===== src/rtl/ssx_pkg.sv =====
package ssx_pkg;
  typedef enum logic [2:0] {
    A_TXBUF = 3'd0,
    A_RXBUF = 3'd1,
    A_CTRL  = 3'd2,
    A_STAT  = 3'd3,
    A_BAUD  = 3'd4,
    A_COUNT = 3'd5
  } ssx_reg_e;

  typedef struct packed {
    logic clk_sel;
    logic auto_tx;
    logic rx_master;
    logic tx_master;
    logic rx_ie;
    logic tx_ie;
    logic rx_en;
    logic tx_en;
  } ssx_ctrl_t;
endpackage


===== src/rtl/ssx_edge_sync.sv =====
module ssx_edge_sync #(
  parameter bit RISE = 1'b1
) (
  input  logic clk,
  input  logic rst,
  input  logic din,
  output logic ev
);
  logic [2:0] sh;

  always_ff @(posedge clk) begin
    if (rst) sh <= '0;
    else     sh <= {sh[1:0], din};
  end

  generate
    if (RISE) begin : g_rise
      assign ev = sh[1] & ~sh[2];
    end else begin : g_fall
      assign ev = ~sh[1] & sh[2];
    end
  endgenerate
endmodule


===== src/rtl/ssx_baud_gen.sv =====
module ssx_baud_gen #(
  parameter int CNT_W = 8
) (
  input  logic             clk,
  input  logic             rst,
  input  logic             ce_a,
  input  logic             ce_b,
  input  logic             sel,
  input  logic             en,
  input  logic             run,
  input  logic [CNT_W-1:0] reload,
  output logic [CNT_W-1:0] cnt,
  output logic             sclk,
  output logic             rise_ev,
  output logic             fall_ev
);
  logic ce, tick;

  assign ce      = sel ? ce_b : ce_a;
  assign tick    = en & run & ce & (cnt == '0);
  assign rise_ev = tick & ~sclk;
  assign fall_ev = tick & sclk;

  always_ff @(posedge clk) begin
    if (rst) begin
      cnt  <= '0;
      sclk <= 1'b0;
    end else if (!(en && run)) begin
      cnt  <= reload;
      sclk <= 1'b0;
    end else if (ce) begin
      if (cnt == '0) begin
        cnt  <= reload;
        sclk <= ~sclk;
      end else begin
        cnt <= cnt - 1'b1;
      end
    end
  end
endmodule


===== src/rtl/ssx_tx.sv =====
module ssx_tx #(
  parameter int W = 16
) (
  input  logic         clk,
  input  logic         rst,
  input  logic         en,
  input  logic         auto_mode,
  input  logic         fall_ev,
  input  logic         wr,
  input  logic [W-1:0] wdata,
  output logic         txd,
  output logic         empty,
  output logic         busy,
  output logic [W-1:0] hold,
  output logic         unr_ev
);
  localparam int CW = $clog2(W + 1);

  logic [W-1:0]  shreg;
  logic [CW-1:0] cnt;

  always_ff @(posedge clk) begin
    if (rst) begin
      txd    <= 1'b1;
      empty  <= 1'b1;
      busy   <= 1'b0;
      hold   <= '0;
      shreg  <= '0;
      cnt    <= '0;
      unr_ev <= 1'b0;
    end else begin
      unr_ev <= 1'b0;
      if (!en) begin
        busy <= 1'b0;
        txd  <= 1'b1;
        cnt  <= '0;
      end else if (busy && fall_ev) begin
        if (cnt > CW'(1)) begin
          shreg <= {shreg[W-2:0], 1'b0};
          txd   <= shreg[W-2];
          cnt   <= cnt - 1'b1;
        end else if (auto_mode && !empty) begin
          shreg <= hold;
          txd   <= hold[W-1];
          cnt   <= CW'(W);
          empty <= 1'b1;
        end else begin
          busy   <= 1'b0;
          txd    <= 1'b1;
          unr_ev <= auto_mode & empty;
        end
      end else if (!busy && !empty && fall_ev) begin
        shreg <= hold;
        txd   <= hold[W-1];
        cnt   <= CW'(W);
        busy  <= 1'b1;
        empty <= 1'b1;
      end

      if (wr) begin
        hold <= wdata;
        if (en && !busy && empty) begin
          shreg <= wdata;
          txd   <= wdata[W-1];
          cnt   <= CW'(W);
          busy  <= 1'b1;
        end else begin
          empty <= 1'b0;
        end
      end
    end
  end
endmodule


===== src/rtl/ssx_rx.sv =====
module ssx_rx #(
  parameter int W = 16
) (
  input  logic         clk,
  input  logic         rst,
  input  logic         en,
  input  logic         rise_ev,
  input  logic         rxd,
  input  logic         rd_clr,
  output logic [W-1:0] data,
  output logic         full,
  output logic         ovf_ev
);
  localparam int CW = $clog2(W);

  logic [W-2:0]  shreg;
  logic [CW-1:0] cnt;

  always_ff @(posedge clk) begin
    if (rst) begin
      data   <= '0;
      full   <= 1'b0;
      ovf_ev <= 1'b0;
      shreg  <= '0;
      cnt    <= '0;
    end else begin
      ovf_ev <= 1'b0;
      if (rd_clr) full <= 1'b0;
      if (!en) begin
        cnt <= '0;
      end else if (rise_ev) begin
        if (cnt == CW'(W - 1)) begin
          cnt <= '0;
          if (full && !rd_clr) begin
            ovf_ev <= 1'b1;
          end else begin
            data <= {shreg, rxd};
            full <= 1'b1;
          end
        end else begin
          shreg <= {shreg[W-3:0], rxd};
          cnt   <= cnt + 1'b1;
        end
      end
    end
  end
endmodule


===== src/rtl/sync_serial_xcvr.sv =====
module sync_serial_xcvr
  import ssx_pkg::*;
#(
  parameter int WORD_W = 16,
  parameter int CNT_W  = 8
) (
  input  logic              clk,
  input  logic              rst,
  input  logic              src_ce_a,
  input  logic              src_ce_b,
  input  logic              reg_wr,
  input  logic              reg_rd,
  input  logic [2:0]        reg_addr,
  input  logic [WORD_W-1:0] reg_wdata,
  output logic [WORD_W-1:0] reg_rdata,
  output logic              tx_data,
  output logic              sclk_out,
  input  logic              tx_sclk_ext,
  input  logic              rx_data_in,
  input  logic              rx_sclk_ext,
  output logic              irq_tx,
  output logic              irq_rx
);
  localparam int PAD_W = WORD_W - 1 - CNT_W;

  ssx_ctrl_t         ctrl;
  logic              baud_en, unr, ovf;
  logic [CNT_W-1:0]  reload, bg_cnt;
  logic              bg_rise, bg_fall, ext_fall, ext_rise;
  logic              tx_empty, tx_busy, unr_ev, rx_full, ovf_ev, run;
  logic [WORD_W-1:0] tx_hold, rx_word, rd_mux;
  logic              wr_tx, rd_rx, wr_stat;

  assign wr_tx   = reg_wr && (reg_addr == A_TXBUF);
  assign rd_rx   = reg_rd && (reg_addr == A_RXBUF);
  assign wr_stat = reg_wr && (reg_addr == A_STAT);
  assign run     = (ctrl.tx_master & ctrl.tx_en & (tx_busy | ~tx_empty))
                 | (ctrl.rx_master & ctrl.rx_en & ~rx_full);

  ssx_baud_gen #(.CNT_W(CNT_W)) u_bg (
    .clk(clk), .rst(rst), .ce_a(src_ce_a), .ce_b(src_ce_b), .sel(ctrl.clk_sel),
    .en(baud_en), .run(run), .reload(reload), .cnt(bg_cnt), .sclk(sclk_out),
    .rise_ev(bg_rise), .fall_ev(bg_fall)
  );

  ssx_edge_sync #(.RISE(1'b0)) u_tx_sync (
    .clk(clk), .rst(rst), .din(tx_sclk_ext), .ev(ext_fall)
  );

  ssx_edge_sync #(.RISE(1'b1)) u_rx_sync (
    .clk(clk), .rst(rst), .din(rx_sclk_ext), .ev(ext_rise)
  );

  ssx_tx #(.W(WORD_W)) u_tx (
    .clk(clk), .rst(rst), .en(ctrl.tx_en), .auto_mode(ctrl.auto_tx),
    .fall_ev(ctrl.tx_master ? bg_fall : ext_fall), .wr(wr_tx), .wdata(reg_wdata),
    .txd(tx_data), .empty(tx_empty), .busy(tx_busy), .hold(tx_hold), .unr_ev(unr_ev)
  );

  ssx_rx #(.W(WORD_W)) u_rx (
    .clk(clk), .rst(rst), .en(ctrl.rx_en),
    .rise_ev(ctrl.rx_master ? bg_rise : ext_rise), .rxd(rx_data_in),
    .rd_clr(rd_rx), .data(rx_word), .full(rx_full), .ovf_ev(ovf_ev)
  );

  always_comb begin
    case (reg_addr)
      A_TXBUF: rd_mux = tx_hold;
      A_RXBUF: rd_mux = rx_word;
      A_CTRL:  rd_mux = {{(WORD_W-8){1'b0}}, ctrl};
      A_STAT:  rd_mux = {{(WORD_W-4){1'b0}}, ovf, unr, rx_full, tx_empty};
      A_BAUD:  rd_mux = {baud_en, {PAD_W{1'b0}}, reload};
      A_COUNT: rd_mux = {baud_en, {PAD_W{1'b0}}, bg_cnt};
      default: rd_mux = '0;
    endcase
  end

  always_ff @(posedge clk) begin
    if (rst) begin
      ctrl      <= '0;
      baud_en   <= 1'b0;
      reload    <= '0;
      unr       <= 1'b0;
      ovf       <= 1'b0;
      irq_tx    <= 1'b0;
      irq_rx    <= 1'b0;
      reg_rdata <= '0;
    end else begin
      if (reg_wr && (reg_addr == A_CTRL)) ctrl <= ssx_ctrl_t'(reg_wdata[7:0]);
      if (reg_wr && (reg_addr == A_BAUD)) begin
        baud_en <= reg_wdata[WORD_W-1];
        reload  <= reg_wdata[CNT_W-1:0];
      end
      unr    <= (unr & ~(wr_stat & reg_wdata[2])) | unr_ev;
      ovf    <= (ovf & ~(wr_stat & reg_wdata[3])) | ovf_ev;
      irq_tx <= ctrl.tx_ie & tx_empty;
      irq_rx <= ctrl.rx_ie & rx_full;
      if (reg_rd) reg_rdata <= rd_mux;
    end
  end
endmodule


===== config.mk =====
export PLATFORM = sky130hd
export DESIGN_NAME = sync_serial_xcvr
export DESIGN_NICKNAME = d
export VERILOG_FILES = /design/src/rtl/ssx_pkg.sv /design/src/rtl/ssx_edge_sync.sv /design/src/rtl/ssx_baud_gen.sv /design/src/rtl/ssx_tx.sv /design/src/rtl/ssx_rx.sv /design/src/rtl/sync_serial_xcvr.sv
export SDC_FILE = /design/constraint.sdc
export NUM_CORES = 1
export LEC_CHECK = 0
export ABC_AREA = 1
export BUFFER_PORTS_ARGS = -buffer_cell sky130_fd_sc_hd__buf_2
export CAP_MARGIN = 40
export CORE_MARGIN = 4
export CORE_UTILIZATION = 55
export CTS_CLUSTER_DIAMETER = 100
export DETAILED_ROUTE_END_ITERATION = 6
export HOLD_SLACK_MARGIN = 0.03
export PLACE_DENSITY_LB_ADDON = 0.1
export SYNTH_ARGS = -nofsm -noshare
export SYNTH_HDL_FRONTEND = slang
export SYNTH_HIERARCHICAL = 1
export SYNTH_SLANG_ARGS = --single-unit
export TNS_END_PERCENT = 10

===== constraint.sdc =====
create_clock -name clk -period 5.2 [get_ports clk]
set_input_delay 0.78 -clock clk [delete_from_list [all_inputs] [get_ports clk]]
set_output_delay 0.78 -clock clk [all_outputs]
set_load 0.01 [all_outputs]

==> results.sh, run 1 <==
export IMPL_run_status="completed"
export IMPL_crit_path_max_incr_delay_ns=0.46
export IMPL_tightest_slew_ns=0.8471
export IMPL_finalCritPeriodShare_pct=57.67
export IMPL_fillers=1092
export IMPL_critPathTopFamily="simple AND/OR/NAND/NOR gates"
export IMPL_grt_max_degree=33
export IMPL_initial_utilization_pct=57.05
export IMPL_regArea_um2=2582
export IMPL_path_clk_slew_ns=0.06
export IMPL_critPathLaunchType="primary input"
export IMPL_critPathSlowestCell="nor2_1"
export IMPL_syn_cell_area_um2=6625
export IMPL_total_power_mw=2.280
export IMPL_synth_ff_type="dfxtp_1"
export IMPL_fmax_mhz=333.5
export IMPL_path_cells="buf_2, nor2_2, nand2_4, nor2_1, inv_1, nor3_1, buf_4, nor2_1, nand3_2, o21bai_1, a31oi_1"
export IMPL_power_leakage_nw=3.400
export IMPL_synth_edf_count=0
export IMPL_insertion_delay_ns=0.42
export IMPL_ir_worst_vdd_mv=0.2116
export IMPL_die_y_um=117.8
export IMPL_core_area_um2=11610
export IMPL_final_nets=1063
export IMPL_cp_max_fo=25
export IMPL_final_setup_tns_ns=0
export IMPL_core_rowCount=39
export IMPL_routed_wl_mm=16.78
export IMPL_async_flop_share_pct=0
export IMPL_syn_nets=1028
export IMPL_maxCapViolCount=0
export IMPL_grt_pass1_wl_mm=28.05
export IMPL_yosysUniqueCellTypes=38
export IMPL_netlist_area_leader_share_pct=38.98
export IMPL_pre_cts_ws_ns=1.815
export IMPL_post_cts_buffers=0
export IMPL_critPathBufInv=3
export IMPL_cp_arrival_ns=3.29
export IMPL_finalHoldViolCount=0
export IMPL_dr_pass1_iters=7
export IMPL_antennaDiodeCount=0
export IMPL_hold_buffers=0
export IMPL_setup_slack_ns=2.201
export IMPL_rsz0062_at_grt="false"
export IMPL_critPathCaptureType="flip-flop"
export IMPL_setup_viol_count_final=0
export IMPL_track_usage_pct=24.73
export IMPL_area_delta_synth_final_pct=12.69
export IMPL_die_area_um2=13870
export IMPL_wl_per_cell_um=14.15
export IMPL_grt_pass1_vias=5561
export IMPL_netlist_instances=995
export IMPL_drive_gt1_share_pct=13.52
export IMPL_yosys_top_cells_area="dfxtp_1 (39%), nand2_1 (14%), nor2_1 (7.4%)"
export IMPL_cpMostUsedCell="nor2_1"
export IMPL_ant_nets=0
export IMPL_synth_top_area_cell="dfxtp_1"
export IMPL_htreeDepth=4
export IMPL_gp_congestion=0.9014
export IMPL_multi_input_area_um2=3371
export IMPL_drv_slew=0
export IMPL_hpwl_mm=12.04
export IMPL_yosysWarnings=6
export IMPL_synth_avg_cell_area_um2=6.658
export IMPL_fin_skew_ns=0.006806
export IMPL_min_path_type="reg -> reg"
export IMPL_yosysMostFrequentCell="nand2_1"
export IMPL_cts_tree="yes"
export IMPL_clockRootBuffer="clkbuf_16"
export IMPL_cts_sinks=129
export IMPL_critical_path_class="in -> reg"
export IMPL_grt_ovfl_total=0
export IMPL_viasPerCell=5.264
export IMPL_synthTopCellsByCount="nand2_1 (249), nor2_1 (130), dfxtp_1 (129)"
export IMPL_cp_required_ns=5.49
export IMPL_synth_seq_cells=129
export IMPL_vias=6243
export IMPL_drc=0
export IMPL_drt_iter0_drc=587
export IMPL_antenna_found_initial=0
export IMPL_maxSlewHeadroom_pct=43.47
export IMPL_pwr_density_cell_nw_per_um2=305.4
export IMPL_yosysSeqAreaShare_pct=38.98
export IMPL_finalCriticalPeriod_ns=2.999
export IMPL_cts_buffer_depth=2
export IMPL_ios=48
export IMPL_io_buffers=47
export IMPL_cts_made_buffers=17
export IMPL_cts_resized=0
export IMPL_die_w_um=117.8
-- path summary, 6_finish.rpt --
kind | from | to | slack [ns] | cells after the start
max | reg_addr[1] | u_tx/cnt[0]$_SDFF_PP0_ | 2.20 | 11
min | u_rx_sync/sh[0]$_SDFF_PP0_ | u_rx_sync/sh[1]$_SDFF_PP0_ | 0.40 | 2
max reg2reg | u_bg/cnt[0]$_SDFFE_PP0P_ | u_tx/shreg[3]$_SDFF_PP0_ | 2.53 | 16
min reg2reg | u_rx_sync/sh[0]$_SDFF_PP0_ | u_rx_sync/sh[1]$_SDFF_PP0_ | 0.40 | 2
-- area by class of cell --
cell class / instances / share of cell area, %
inverter: 128 / 6.469
clock buffer: 21 / 6.167
tap: 143 / 2.397
timing repair buffer: 52 / 3.804
clock inverter: 11 / 1.425
multi-input combinational: 702 / 45.15
sequential: 129 / 34.59
-- logic make-up (layout without fill, tap and decap cells) --
family | count (synthesis) | count (layout) | share of synthesized area [%]
simple gates | 511 | 511 | 34.83
fa+ha+maj | 5 | 5 | 0.9443
xor+xnor | 5 | 5 | 0.6611
buf+inv | 164 | 212 | 10.14
flops | 129 | 129 | 38.98
compound gates | 181 | 181 | 14.45
-- report_power, final --
part / switching, mW / total, mW / internal (mW)
Combinational: 0.0899 / 0.128 / 0.0380
Clock: 0.449 / 1.13 / 0.685
Sequential: 0.0135 / 1.02 / 1.01
Total: 0.552 / 2.28 / 1.73
-- worst min-delay path, delay by kind of cell (launching register included) --
family                 cells  cell delay (ns)
buffers and inverters      1             0.04
flip-flops                 1             0.29
AND/OR/NAND/NOR            1             0.03
-- stage by stage --
stage | std cells | hold slack, ns | area (um^2) | utilization (%)
after detailed placement | 1154 | 0.3957 | 6899 | 59.41
after global routing | 1186 | 0.4407 | 7466 | 64.29
after floorplan | 995 | 0.3883 | 6625 | -
final | 1186 | 0.4004 | 7466 | 64.29
after global placement | 1152 | 0.3897 | 6873 | 59.18
after CTS | 1186 | 0.4038 | 7466 | 64.29
-- routing by layer --
layer  track usage [%]  vias to the layer above  share of wire [%]
met1             34.03                     2803                 47
met3             5.863                       26                6.3
met4             8.059                        0                1.8
met2             38.30                      173                 45
met5                 0                        -                  0
li1                  -                     3241                  -
-- state kept, by name, indices dropped and copies added, names as in the netlist, 3 cells and up --
signal / cells
u_tx_sync/sh: 3
u_rx_sync/sh: 3
u_rx/cnt: 4
reload: 8
u_rx/shreg: 15
ctrl: 8
u_tx/cnt: 5
u_rx/data: 16
u_tx/hold: 16
reg_rdata: 16
u_tx/shreg: 15
u_bg/cnt: 8
-- cell usage in the layout, fill, tap and decap left out, types with 4 or more instances in the layout --
cell       instances
nand2_1          249
nor2_1           130
dfxtp_1          129
inv_1            113
nand3_1           76
o21ai_0           75
a21oi_1           70
buf_2             47
o21ai_1           17
clkbuf_16         17
inv_2             12
nor2_4             9
nand2_4            7
nand3_2            7
nand4_1            7
nand2_2            6
a21oi_2            5
nor3_1             5
ha_1               5
nand3b_1           5
nor2_2             4
clkinv_2           4
o211ai_1           4
a31oi_1            4
(Power assumes the default switching activity.)
==> run 2: changes to the inputs <==
Clock period 5.2 ns to 3.1 ns, I/O delays scaled along.
==> results.sh, run 2 (synthesized netlist as in run 1, its figures left out) <==
export IMPL_pwr_density_cell_nw_per_um2=525.8
export IMPL_maxCapViolCount=0
export IMPL_fillers=1083
export IMPL_hpwl_mm=12.11
export IMPL_ios=48
export IMPL_rr_worst_depth=14
export IMPL_final_nets=1066
export IMPL_reg2reg_slack_ns=0.50
export IMPL_maxSlewHeadroom_pct=42.03
export IMPL_insertion_delay_ns=0.42
export IMPL_placed_cells=1157
export IMPL_path_clk_slew_ns=0.06
export IMPL_fmax_mhz=385.3
export IMPL_finalCritPeriodShare_pct=83.73
export IMPL_cts_resized=0
export IMPL_hold_buffers=0
export IMPL_grt_ovfl_total=0
export IMPL_gp_congestion=0.8926
export IMPL_grt_max_degree=33
export IMPL_initial_utilization_pct=57.05
export IMPL_viasPerCell=5.309
export IMPL_cts_made_buffers=17
export IMPL_pre_cts_ws_ns=0.6071
export IMPL_fin_skew_ns=0.007281
export IMPL_cts_sinks=129
export IMPL_layoutNonFillerInstCount=1189
export IMPL_vias=6312
export IMPL_rsz0062_at_grt="false"
export IMPL_ant_nets=0
export IMPL_setup_viol_count_final=0
export IMPL_final_cell_mix="nand2_1 (249), nor2_1 (130), dfxtp_1 (129), inv_1 (113), nand3_1 (76)"
export IMPL_holdCritStartpoint="rx_sclk_ext"
export IMPL_power_leakage_nw=3.415
export IMPL_drt_iter0_drc=515
export IMPL_hold_path_depth=3
export IMPL_tightest_slew_ns=0.8686
export IMPL_drv_slew=0
export IMPL_dr_pass1_iters=7
export IMPL_cts_tree="yes"
export IMPL_r2r_start="u_bg/cnt[0]$_SDFFE_PP0P_"
export IMPL_r2r_end="u_tx/txd$_SDFF_PP1_"
export IMPL_setup_slack_ns=0.5044
export IMPL_io_buffers=47
export IMPL_finalHoldViolCount=0
export IMPL_min_path_type="in -> reg"
export IMPL_area_delta_synth_final_pct=13.31
export IMPL_core_area_um2=11610
export IMPL_antennaDiodeCount=0
export IMPL_critPathCaptureType="flip-flop"
export IMPL_run_status="completed"
export IMPL_wl_per_cell_um=14.32
export IMPL_cp_max_fo=12
export IMPL_critical_path_class="reg -> reg"
export IMPL_hold_ws_ns=0.2411
export IMPL_reg_largest_list="reg_rdata: 16 flops, u_rx/data: 16 flops, u_tx/hold: 16 flops"
export IMPL_die_area_um2=13870
export IMPL_post_cts_buffers=0
export IMPL_core_rowCount=39
export IMPL_die_y_um=117.8
export IMPL_total_power_mw=3.947
export IMPL_routed_wl_mm=17.03
export IMPL_hold_path_end="u_rx_sync/sh[0]$_SDFF_PP0_"
export IMPL_drc=0
export IMPL_drive_gt1_share_pct=13.67
export IMPL_finalCriticalPeriod_ns=2.596
export IMPL_final_cell_area_um2=7507
export IMPL_grt_pass1_vias=5702
export IMPL_post_dp_cell_area_um2=6910
export IMPL_ir_worst_vdd_mv=0.4398
export IMPL_cts_buffer_depth=2
export IMPL_clockRootBuffer="clkbuf_16"
export IMPL_post_route_util_pct=64.64
export IMPL_cp_required_ns=3.45
export IMPL_final_common_cell="nand2_1"
export IMPL_die_w_um=117.8
export IMPL_antenna_found_initial=0
export IMPL_cp_arrival_ns=2.94
export IMPL_grt_pass1_wl_mm=28.34
export IMPL_htreeDepth=4
export IMPL_track_usage_pct=24.94
export IMPL_final_setup_tns_ns=0
export IMPL_critPathLaunchType="flip-flop"
==> run 2: cell count changes in the layout (fill, tap and decap cells not counted) <==
cell        before  now
clkbuf_8         2    0
buf_6            1    0
buf_8            1    0
clkinv_2         4    3
inv_6            2    1
clkinvlp_4       3    4
buf_4            3    8
clkbuf_1         2    3
bufinv_16        1    3
==> run 2: layout make-up <==
cell class	count	area [um^2]	share of cell area (%)
multi-input combinational	702	3371	44.90
sequential	129	2582	34.40
inverter	128	483.0	6.433
clock buffer	20	436.7	5.817
timing repair buffer	55	295.3	3.933
tap	143	178.9	2.383
clock inverter	12	160.2	2.133
==> run 2: worst max path at each step <==
stage | from | end | cells after the start
final | u_bg/cnt[0]$_SDFFE_PP0P_ | u_tx/txd$_SDFF_PP1_ | 14
after detailed placement | reg_addr[2] | u_tx/shreg[10]$_SDFF_PP0_ | 9
after CTS | u_bg/cnt[0]$_SDFFE_PP0P_ | u_tx/shreg[11]$_SDFF_PP0_ | 16
after floorplan | u_bg/cnt[0]$_SDFFE_PP0P_ | u_tx/shreg[12]$_SDFF_PP0_ | 15
after global placement | u_bg/cnt[0]$_SDFFE_PP0P_ | u_tx/shreg[5]$_SDFF_PP0_ | 16
after global routing | u_bg/cnt[0]$_SDFFE_PP0P_ | u_tx/txd$_SDFF_PP1_ | 14
==> run 2: layer usage <==
metal	GRT usage [%]	part of all wire [%]	vias to the layer above
li1	-	-	3247
met1	33.58	46	2833
met2	38.95	44	200
met3	6.007	6.8	32
met4	9.158	2.3	0
met5	0	0	-
==> run 2: power breakdown <==
part / total [mW] / switching, mW / leakage [nW] / internal, mW
sequential: 1.71 / 0.0231 / 1.04 / 1.69
combinational: 0.217 / 0.152 / 2.09 / 0.0649
clock: 2.02 / 0.754 / 0.277 / 1.27
==> run 2: critical path, cell delays in order, from the launching register on <==
cell and delay (ns):
dfxtp_1 0.34, inv_1 0.15, ha_1 0.17, nand2_1 0.09
nor3_1 0.30, nand2_1 0.12, nor2_1 0.11, nand2_1 0.06
nand2_1 0.17, nand2_4 0.15, inv_1 0.36, o21ai_0 0.22
o21ai_1 0.16, nand2_1 0.06, nand3_1 0.06
